[config.mk]
export PLATFORM = sky130hd
export DESIGN_NAME = depth_reinforce_ctrl
export DESIGN_NICKNAME = d
export VERILOG_FILES = /design/src/rtl/drc_pkg.sv /design/src/rtl/depth_tag_store.sv /design/src/rtl/rescan_fifo.sv /design/src/rtl/depth_reinforce_ctrl.sv
export SDC_FILE = /design/constraint.sdc
export NUM_CORES = 1
export LEC_CHECK = 0
export BUFFER_PORTS_ARGS = -buffer_cell sky130_fd_sc_hd__buf_2
export CELL_PAD_IN_SITES_DETAIL_PLACEMENT = 1
export CELL_PAD_IN_SITES_GLOBAL_PLACEMENT = 2
export CORE_MARGIN = 1
export CORE_UTILIZATION = 40
export DETAILED_ROUTE_END_ITERATION = 8
export GPL_TIMING_DRIVEN = 0
export PLACE_DENSITY = 0.84
export SLEW_MARGIN = 20
export SYNTH_ARGS = -nofsm -noshare
export SYNTH_HDL_FRONTEND = slang
export SYNTH_HIERARCHICAL = 1
export SYNTH_SLANG_ARGS = --single-unit
[constraint.sdc]
create_clock -name clk -period 11 [get_ports clk]
set_input_delay 0 -clock clk [delete_from_list [all_inputs] [get_ports clk]]
set_output_delay 0 -clock clk [all_outputs]
set_load 0.01 [all_outputs]
[src/rtl/drc_pkg.sv]
package drc_pkg;
  localparam int DW = 2;
  typedef logic [DW-1:0] depth_t;
  localparam depth_t MAX_DEPTH = depth_t'((1 << DW) - 1);

  // a request shallower than the stored tag promotes the line
  function automatic logic promotes(depth_t stored, depth_t req);
    return req < stored;
  endfunction

  // rescan decision: any gain, or a gain of two levels in reduced mode
  function automatic logic wants_rescan(depth_t stored, depth_t req, logic reduced);
    if (req >= stored) return 1'b0;
    if (reduced) return (stored - req) >= depth_t'(2);
    return 1'b1;
  endfunction

  // scanning at the limit would only yield prefetches past the threshold
  function automatic logic may_scan(depth_t d);
    return d != MAX_DEPTH;
  endfunction
endpackage

[src/rtl/depth_tag_store.sv]
module depth_tag_store
  import drc_pkg::*;
#(
  parameter int NLINES = 64,
  parameter int IDXW   = $clog2(NLINES)
) (
  input  logic            clk,
  input  logic            rst_n,
  input  logic [IDXW-1:0] rd_idx,
  output depth_t          rd_depth,
  input  logic            wr_en,
  input  logic [IDXW-1:0] wr_idx,
  input  depth_t          wr_depth
);
  depth_t tags [NLINES];

  always_ff @(posedge clk) begin
    if (!rst_n) begin
      for (int i = 0; i < NLINES; i++) tags[i] <= MAX_DEPTH;
    end else if (wr_en) begin
      tags[wr_idx] <= wr_depth;
    end
  end

  assign rd_depth = tags[rd_idx];

  AST_TAG_WRITE_LANDS: assert property (@(posedge clk) disable iff (!rst_n)
    wr_en |=> tags[$past(wr_idx)] == $past(wr_depth));
endmodule

[src/rtl/rescan_fifo.sv]
module rescan_fifo
  import drc_pkg::*;
#(
  parameter int DEPTH = 4,
  parameter int IDXW  = 6
) (
  input  logic            clk,
  input  logic            rst_n,
  input  logic            push,
  input  logic [IDXW-1:0] push_line,
  input  depth_t          push_depth,
  output logic            full,
  input  logic            pop_ready,
  output logic            out_valid,
  output logic [IDXW-1:0] out_line,
  output depth_t          out_depth
);
  localparam int PW = (DEPTH > 1) ? $clog2(DEPTH) : 1;
  localparam int CW = $clog2(DEPTH + 1);

  logic [IDXW-1:0] lines [DEPTH];
  depth_t          deps  [DEPTH];
  logic [PW-1:0]   rd_ptr, wr_ptr;
  logic [CW-1:0]   cnt;
  logic            do_push, do_pop;

  function automatic logic [PW-1:0] step(logic [PW-1:0] p);
    return (p == PW'(DEPTH - 1)) ? '0 : p + PW'(1);
  endfunction

  assign full      = cnt == CW'(DEPTH);
  assign out_valid = cnt != '0;
  assign do_push   = push && !full;
  assign do_pop    = out_valid && pop_ready;
  assign out_line  = lines[rd_ptr];
  assign out_depth = deps[rd_ptr];

  always_ff @(posedge clk) begin
    if (do_push) begin
      lines[wr_ptr] <= push_line;
      deps[wr_ptr]  <= push_depth;
    end
  end

  always_ff @(posedge clk) begin
    if (!rst_n) begin
      rd_ptr <= '0;
      wr_ptr <= '0;
      cnt    <= '0;
    end else begin
      if (do_push) wr_ptr <= step(wr_ptr);
      if (do_pop)  rd_ptr <= step(rd_ptr);
      case ({do_push, do_pop})
        2'b10:   cnt <= cnt + CW'(1);
        2'b01:   cnt <= cnt - CW'(1);
        default: cnt <= cnt;
      endcase
    end
  end

  AST_FIFO_COUNT_BOUND: assert property (@(posedge clk) disable iff (!rst_n)
    cnt <= CW'(DEPTH));
  AST_FIFO_FULL_HOLDS: assert property (@(posedge clk) disable iff (!rst_n)
    full && push && !pop_ready |=> full && $stable(wr_ptr));
  AST_FIFO_HEAD_HOLDS: assert property (@(posedge clk) disable iff (!rst_n)
    out_valid && !pop_ready |=> out_valid && $stable(out_line) && $stable(out_depth));
endmodule

[src/rtl/depth_reinforce_ctrl.sv]
module depth_reinforce_ctrl
  import drc_pkg::*;
#(
  parameter int NLINES     = 64,
  parameter int FIFO_DEPTH = 4,
  localparam int IDXW      = $clog2(NLINES)
) (
  input  logic            clk,
  input  logic            rst_n,
  input  logic            mode_reduced,
  input  logic            fill_valid,
  input  logic [IDXW-1:0] fill_line,
  input  logic [1:0]      fill_depth,
  input  logic            fill_walk,
  input  logic            hit_valid,
  input  logic [IDXW-1:0] hit_line,
  input  logic [1:0]      hit_depth,
  output logic            tag_upd_valid,
  output logic [IDXW-1:0] tag_upd_line,
  output logic [1:0]      tag_upd_depth,
  output logic            scan_valid,
  output logic [IDXW-1:0] scan_line,
  output logic [1:0]      scan_depth,
  input  logic            scan_ready
);
  // named internal events
  depth_t          stored_depth;
  logic            hit_take, hit_promote, hit_rescan, fill_scan;
  logic            push_req, fifo_full, rescan_dropped;
  logic [IDXW-1:0] push_line;
  depth_t          push_depth;

  assign hit_take    = hit_valid && !fill_valid;
  assign hit_promote = hit_take && promotes(stored_depth, hit_depth);
  assign hit_rescan  = hit_take && wants_rescan(stored_depth, hit_depth, mode_reduced)
                       && may_scan(hit_depth);
  assign fill_scan   = fill_valid && !fill_walk && may_scan(fill_depth);

  assign push_req       = fill_scan || hit_rescan;
  assign push_line      = fill_valid ? fill_line  : hit_line;
  assign push_depth     = fill_valid ? fill_depth : hit_depth;
  assign rescan_dropped = push_req && fifo_full;

  assign tag_upd_valid = fill_valid || hit_promote;
  assign tag_upd_line  = fill_valid ? fill_line  : hit_line;
  assign tag_upd_depth = fill_valid ? fill_depth : hit_depth;

  depth_tag_store #(.NLINES(NLINES), .IDXW(IDXW)) u_tags (
    .clk      (clk),
    .rst_n    (rst_n),
    .rd_idx   (hit_line),
    .rd_depth (stored_depth),
    .wr_en    (tag_upd_valid),
    .wr_idx   (tag_upd_line),
    .wr_depth (tag_upd_depth)
  );

  rescan_fifo #(.DEPTH(FIFO_DEPTH), .IDXW(IDXW)) u_fifo (
    .clk        (clk),
    .rst_n      (rst_n),
    .push       (push_req),
    .push_line  (push_line),
    .push_depth (push_depth),
    .full       (fifo_full),
    .pop_ready  (scan_ready),
    .out_valid  (scan_valid),
    .out_line   (scan_line),
    .out_depth  (scan_depth)
  );

  AST_WALK_NEVER_SCANS: assert property (@(posedge clk) disable iff (!rst_n)
    fill_valid && fill_walk |-> !push_req);
  AST_NO_SCAN_AT_LIMIT: assert property (@(posedge clk) disable iff (!rst_n)
    push_req |-> push_depth != MAX_DEPTH);
  AST_HIT_NEVER_DEMOTES: assert property (@(posedge clk) disable iff (!rst_n)
    hit_valid && !fill_valid && tag_upd_valid |-> tag_upd_depth < stored_depth);
  AST_FILL_WINS: assert property (@(posedge clk) disable iff (!rst_n)
    fill_valid && hit_valid |-> tag_upd_line == fill_line && tag_upd_depth == fill_depth);
  AST_DROP_KEEPS_UPDATE: assert property (@(posedge clk) disable iff (!rst_n)
    rescan_dropped && !fill_valid |-> tag_upd_valid);
  AST_REDUCED_GAP: assert property (@(posedge clk) disable iff (!rst_n)
    hit_rescan && mode_reduced |-> tag_upd_valid && (stored_depth - tag_upd_depth) >= depth_t'(2));
endmodule

After elaboration in Yosys (flattened, before gate mapping). Memory sizes are Yosys's and may differ from the RTL's. A register that Yosys moved wholly into a read port is not among the register bits. Index checks and enable logic that the tools add are counted.

Equal/unequal tests: 7. Add/subtract/negate cells: 5. Multiplexer cells: 25. Order comparisons: 3. Reduce and logical (&&, ||, !) cells: 16.

Operators with widths (count): two-way mux 2 bit (8); two-way mux 1 bit (14); two-way mux 6 bit (2); logical AND 1 bit (8); equality test 2 bit, second input constant (3); one-hot mux 3 bit (2 select lines) (1); adder 2 x 1 -> 2 bit, second input constant (2); != test 2 bit, second input constant (2); adder 3 x 1 -> 3 bit, second input constant (1); equality test 3 bit, second input constant (1); zero test 1 bit (3); nonzero test 3 bit (1); subtractor 3 x 1 -> 3 bit, second input constant (1); equality test 2 x 1 -> 1 bit, second input constant (1); >= comparator 2 bit (1); >= comparator 2 bit, second input constant (1); logical OR 1 bit (2); < comparator 2 bit (1); nonzero test 2 bit (1); OR reduction 2 bit (1); subtractor 2 bit (1).

Memories kept: 3. Output and inout port bits: 18. Bits in writable memories: 160. Bits in registers: 7. Word-level logic and storage cells: 62. Input bits: 23.

Memory list: u_tags.tags (words 64, width 2, read ports 1, clocked after memory_dff 0, wr ports 64, RTL line depth_tag_store.sv:15) `depth_t tags [NLINES];`; u_fifo.lines (words 4, width 6, read ports 1, clocked after memory_dff 1, wr ports 1, RTL line rescan_fifo.sv:21) `logic [IDXW-1:0] lines [DEPTH];`; u_fifo.deps (words 4, width 2, read ports 1, clocked after memory_dff 1, wr ports 1, RTL line rescan_fifo.sv:22) `depth_t deps [DEPTH];`.

Depth between registers and ports, before layout. An unclocked memory read counts as a cell.

Depth after elaboration: 12. Gate-level depth with buffers: 21. Depth with buffers taken out: 18.

By module. The synthesis kept the hierarchy.

By module, submodules not included: depth_tag_store (area an instance 6505.0 µm², sequential area each 3843.7 µm², cells an instance 502, times used 1); rescan_fifo (area an instance 1645.3 µm², sequential area each 1141.1 µm², cells an instance 98, times used 1); depth_reinforce_ctrl (area an instance 231.5 µm², sequential area each 0.0 µm², cells an instance 25, times used 1).

Least setup slack after synthesis. OpenSTA, ideal clock, no wires.

Path type: input to register. Start point: in hit_line[1]. End point: reg u_fifo.cnt[2]. Setup slack: 7355 ps. Required time: 10924 ps. Stages: 20. Data arrival time: 3570 ps. Library setup time: 76 ps. Buffers on the path: 4. Cells stage by stage: buf_2 -> buf_4 -> buf_4 -> mux2i_1 -> a311oi_1 -> a311oi_1 -> a311oi_1 -> inv_1 -> fa_1 -> o211ai_1 -> a31o_1 -> nor2b_1 -> buf_2 -> inv_1 -> ha_1 -> inv_1 -> fa_1 -> xor2_1 -> or3_1 -> a21boi_0.

Word-level cells in the longest chain between the ends: 12. Elaborated cells on any way between the ends: 16. Those cells by class: add/sub (1); order compare (2); eq/ne (2); mux (5); reduce/logical (5); memory (1).

RTL lines: from (decl) (RTL line depth_reinforce_ctrl.sv:16) `input logic [IDXW-1:0] hit_line,`; memory read (64 x 2 bit) (*); named net stored_depth[1] (RTL line depth_reinforce_ctrl.sv:27) `depth_t stored_depth;`; subtractor 2 bit (RTL line drc_pkg.sv:14) `if (reduced) return (stored - req) >= depth_t'(2);`; >= comparator 2 bit (RTL line drc_pkg.sv:14); two-way mux 1 bit (RTL line drc_pkg.sv:14); two-way mux 1 bit (RTL line drc_pkg.sv:15) `return 1'b1;`; two-way mux 1 bit (*) (RTL line drc_pkg.sv:14); logical AND 1 bit (*) (RTL line depth_reinforce_ctrl.sv:35) `assign hit_rescan = hit_take && wants_rescan(stored_depth, hit_depth, mode_reduced)`; logical AND 1 bit (*) (RTL line depth_reinforce_ctrl.sv:36) `&& may_scan(hit_depth);`; logical OR 1 bit (*) (RTL line depth_reinforce_ctrl.sv:39) `assign push_req = fill_scan || hit_rescan;`; named net push_req (RTL line depth_reinforce_ctrl.sv:29) `logic push_req, fifo_full, rescan_dropped;`; logical AND 1 bit (*) (RTL line rescan_fifo.sv:33) `assign do_push = push && !full;`; equality test 2 x 1 -> 1 bit or equality test 2 bit (tied branches) (RTL line rescan_fifo.sv:53) `case ({do_push, do_pop})`; one-hot mux 3 bit (2 select lines) or nonzero test 2 bit (tied branches); to (signal assigned) (RTL line rescan_fifo.sv:54) `2'b10: cnt <= cnt + CW'(1);`; to (signal assigned) (RTL line rescan_fifo.sv:55) `2'b01: cnt <= cnt - CW'(1);`; to (signal assigned) (RTL line rescan_fifo.sv:56) `default: cnt <= cnt;`; to (decl) (RTL line rescan_fifo.sv:24) `logic [CW-1:0] cnt;`.

Mark *: on every way through the listed nets, which the timed path passes. The rest lies on a longest branch. A chain may end at the register's enable or synchronous reset.

==> flow_metrics.env <==
export IMPL_status="complete, no violations"
export IMPL_setup_viol=0
export IMPL_power_density_nw_per_um2=166
export IMPL_fin_ws_ns=6.50
export IMPL_root_buffer="clkbuf_16"
export IMPL_die_x_um=147
export IMPL_ys_warn_count=6
export IMPL_place_hpwl_um=17400
export IMPL_placed_area_sq_um=8920
export IMPL_clk_pin_slew_ns=0.07
export IMPL_n_fill_cell=2096
export IMPL_clockBufferDepth=2
export IMPL_io_pins=41
export IMPL_worstMarginPinSlew_ns=0.733
export IMPL_finalMaxSlewViolations=0
export IMPL_finalWeightedCongestion=0.866
export IMPL_drtIter0Drc=578
export IMPL_start_util=0.412
export IMPL_port_buffers=40
export IMPL_grt_busiest_layer="met2"
export IMPL_clock_sinks=169
export IMPL_regArea_sq_um=4980
export IMPL_cts_buffers=17
export IMPL_final_common_cell="edfxtp_1"
export IMPL_area_delta_synth_final_pct=13.8
export IMPL_die_y_um=147
export IMPL_fin_skew_ns=0.0142
export IMPL_hold_path_end="u_fifo/lines[0][2]"
export IMPL_cp_data_arrival_time_ns=4.60
export IMPL_post_place_ws_ns=6.12
export IMPL_grt_pass1_vias=6266
export IMPL_grtUsageMet1=0.321
export IMPL_worstSkewPairLatency_ns=0.43
export IMPL_r2r_setup_slack_ns=6.52
export IMPL_r2r_cells=14
export IMPL_mostFrequentLayoutCells="edfxtp_1, or3_1, o21ai_0"
export IMPL_place_inst=935
export IMPL_yosysSeqAreaShare=0.595
export IMPL_max_freq_mhz=222
export IMPL_relSlewSlack=0.506
export IMPL_die_area_sq_um=21500
export IMPL_synthCells=625
export IMPL_cts_tree="yes"
export IMPL_h_tree_depth=4
export IMPL_reg2reg_from="u_tags/tags[55][0]"
export IMPL_core_area_sq_um=20400
export IMPL_ys_types=55
export IMPL_vias_per_cell=6.03
export IMPL_fin_cells=971
export IMPL_rsz0062_at_grt="no"
export IMPL_synth_async_reset_ratio=0
export IMPL_drive_gt1_frac=0.207
export IMPL_cap_violations=0
export IMPL_fin_crit_ns=4.50
export IMPL_antenna_found_initial=1
export IMPL_r2r_end="u_tags/tags[62][0]"
export IMPL_drc=0
export IMPL_final_area_sq_um=9540
export IMPL_critPathLaunchType="primary input"
export IMPL_synth_seq_cells=169
export IMPL_grt_max_degree=17
export IMPL_grt_overflow=0
export IMPL_grt_pass1_wl_um=38100
export IMPL_ir_drop_mv=0.109
export IMPL_hold_violations=0
export IMPL_final_util=0.468
export IMPL_grt_util_met3=0.0615
export IMPL_wire_per_inst_um=25.9
export IMPL_hold_class="primary input to flop"
export IMPL_min_period_over_period=0.409
export IMPL_nNetsFinal=721
export IMPL_grt_util_met2=0.394
export IMPL_synth_area_sq_um=8380
export IMPL_tns_ns=0
export IMPL_hold_depth=2
export IMPL_mappedNetlistNets=658
export IMPL_cp_required_ns=11.10
export IMPL_firstDrtPassIters=7
export IMPL_criticalPathCategory="primary input to flop"
export IMPL_rows=52
export IMPL_hp_start="fill_line[2]"
export IMPL_timing_hold_ws_ns=0.0365
export IMPL_cp_end_kind="flop"
export IMPL_multi_input_area_sq_um=3040
export IMPL_critPathMaxFanout=10
export IMPL_p_leak_nw=2.83
export IMPL_power_total_mw=1.58
export IMPL_antenna_left=0
export IMPL_grtUsageTotal=0.246
export IMPL_cts_setup_buffers=0
export IMPL_synth_avg_cell_area_sq_um=13.4
export IMPL_drt_wl_total_um=25100
export IMPL_synth_edf_count=160
export IMPL_synth_flop_cell="edfxtp_1"
export IMPL_vias=5857
-- synthesized netlist by cell type (3+ instances only) --
library cell	n	area [sq um]
edfxtp_1	160	4800
or3_1	114	713
o21ai_0	68	340
clkbuf_1	55	206
mux4_2	33	743
nand2_1	21	78.8
inv_1	14	52.6
or3_2	12	90.1
nor2_1	10	37.5
dfxtp_1	9	180
nand3_1	9	45.0
and2_1	8	50.1
ha_1	8	100
mux2i_1	7	70.1
nand3b_1	7	52.6
a22oi_1	6	45.0
mux2_4	6	90.1
nand2b_1	6	37.5
or2_2	6	37.5
buf_2	5	25.0
buf_6	4	45.0
mux4_1	4	105
nor2b_1	4	25.0
a211oi_1	3	22.5
a21oi_1	3	15.0
a311oi_1	3	26.3
buf_4	3	22.5
or2_1	3	18.8
-- report_power, final --
part           switching, mW  leakage, nW  total (mW)  internal, mW
Clock                  0.258        0.276       0.596         0.337
Sequential            0.0153         1.44       0.748         0.733
Combinational          0.148         1.11       0.238        0.0901
Total                  0.422         2.83        1.58          1.16
-- flip-flops by register name, indices dropped and copies added (netlist names), named ones only --
register and cells:
u_fifo/cnt 3, u_fifo/deps 8, u_fifo/lines 24, u_fifo/rd_ptr 2
u_fifo/wr_ptr 2, u_tags/tags 128
-- worst max-delay path by stage --
stage | from | to | slack, ns
after floorplan | hit_line[1] | u_fifo/cnt[2] | 7.35
after global placement | hit_line[1] | u_tags/tags[6][1] | 6.20
after detailed placement | hit_line[1] | u_tags/tags[7][1] | 6.12
after CTS | u_tags/tags[55][0] | u_tags/tags[7][1] | 6.57
after global routing | hit_line[1] | u_tags/tags[7][1] | 6.26
final | hit_line[1] | u_tags/tags[62][0] | 6.50
-- repair_timing --
item,4_1_cts,5_1_grt
hold buffers,4,0
resized for setup,0,0
hold endpoints to repair,8,0
-- critical path: stages --
cell and delay, ns:
buf_2 0.10, buf_2 0.30, buf_4 0.30, buf_4 0.27, mux2i_1 0.16, a311oi_1 0.29, a311oi_1 0.13, a311oi_1 0.36
inv_1 0.11, fa_1 0.39, a211oi_1 0.31, or2_1 0.21, nand2_1 0.19, or2_2 0.34, clkbuf_1 0.33, clkbuf_1 0.38
o21ai_0 0.40
-- routing by layer --
layer  wire [um]  vias up  share of wire
li1            -     2534              -
met1       10300     3012           0.41
met2       12200      256           0.48
met3        1900       53          0.075
met4         731        2          0.029
met5           9        -        0.00036
-- kinds of logic after synthesis --
logic type	after synthesis	share of synthesized area
AO/OA/AOI/OAI	99	0.0684
flip-flops	169	0.595
buffers and inverters	83	0.0430
adder cells (fa/ha/maj)	10	0.0167
XOR/XNOR	2	0.00209
AND/OR/NAND/NOR	210	0.152
multiplexers	52	0.123
-- final cells by class --
type / instances / area share
Sequential cell: 169 / 0.523
Clock inverter: 12 / 0.0151
Multi-Input combinational cell: 373 / 0.318
Buffer: 69 / 0.0323
Inverter: 14 / 0.00551
Clock buffer: 19 / 0.0454
Tap cell: 270 / 0.0354
Antenna cell: 1 / 0.000262
Timing Repair Buffer: 44 / 0.0252
(Power assumes the default switching activity.)
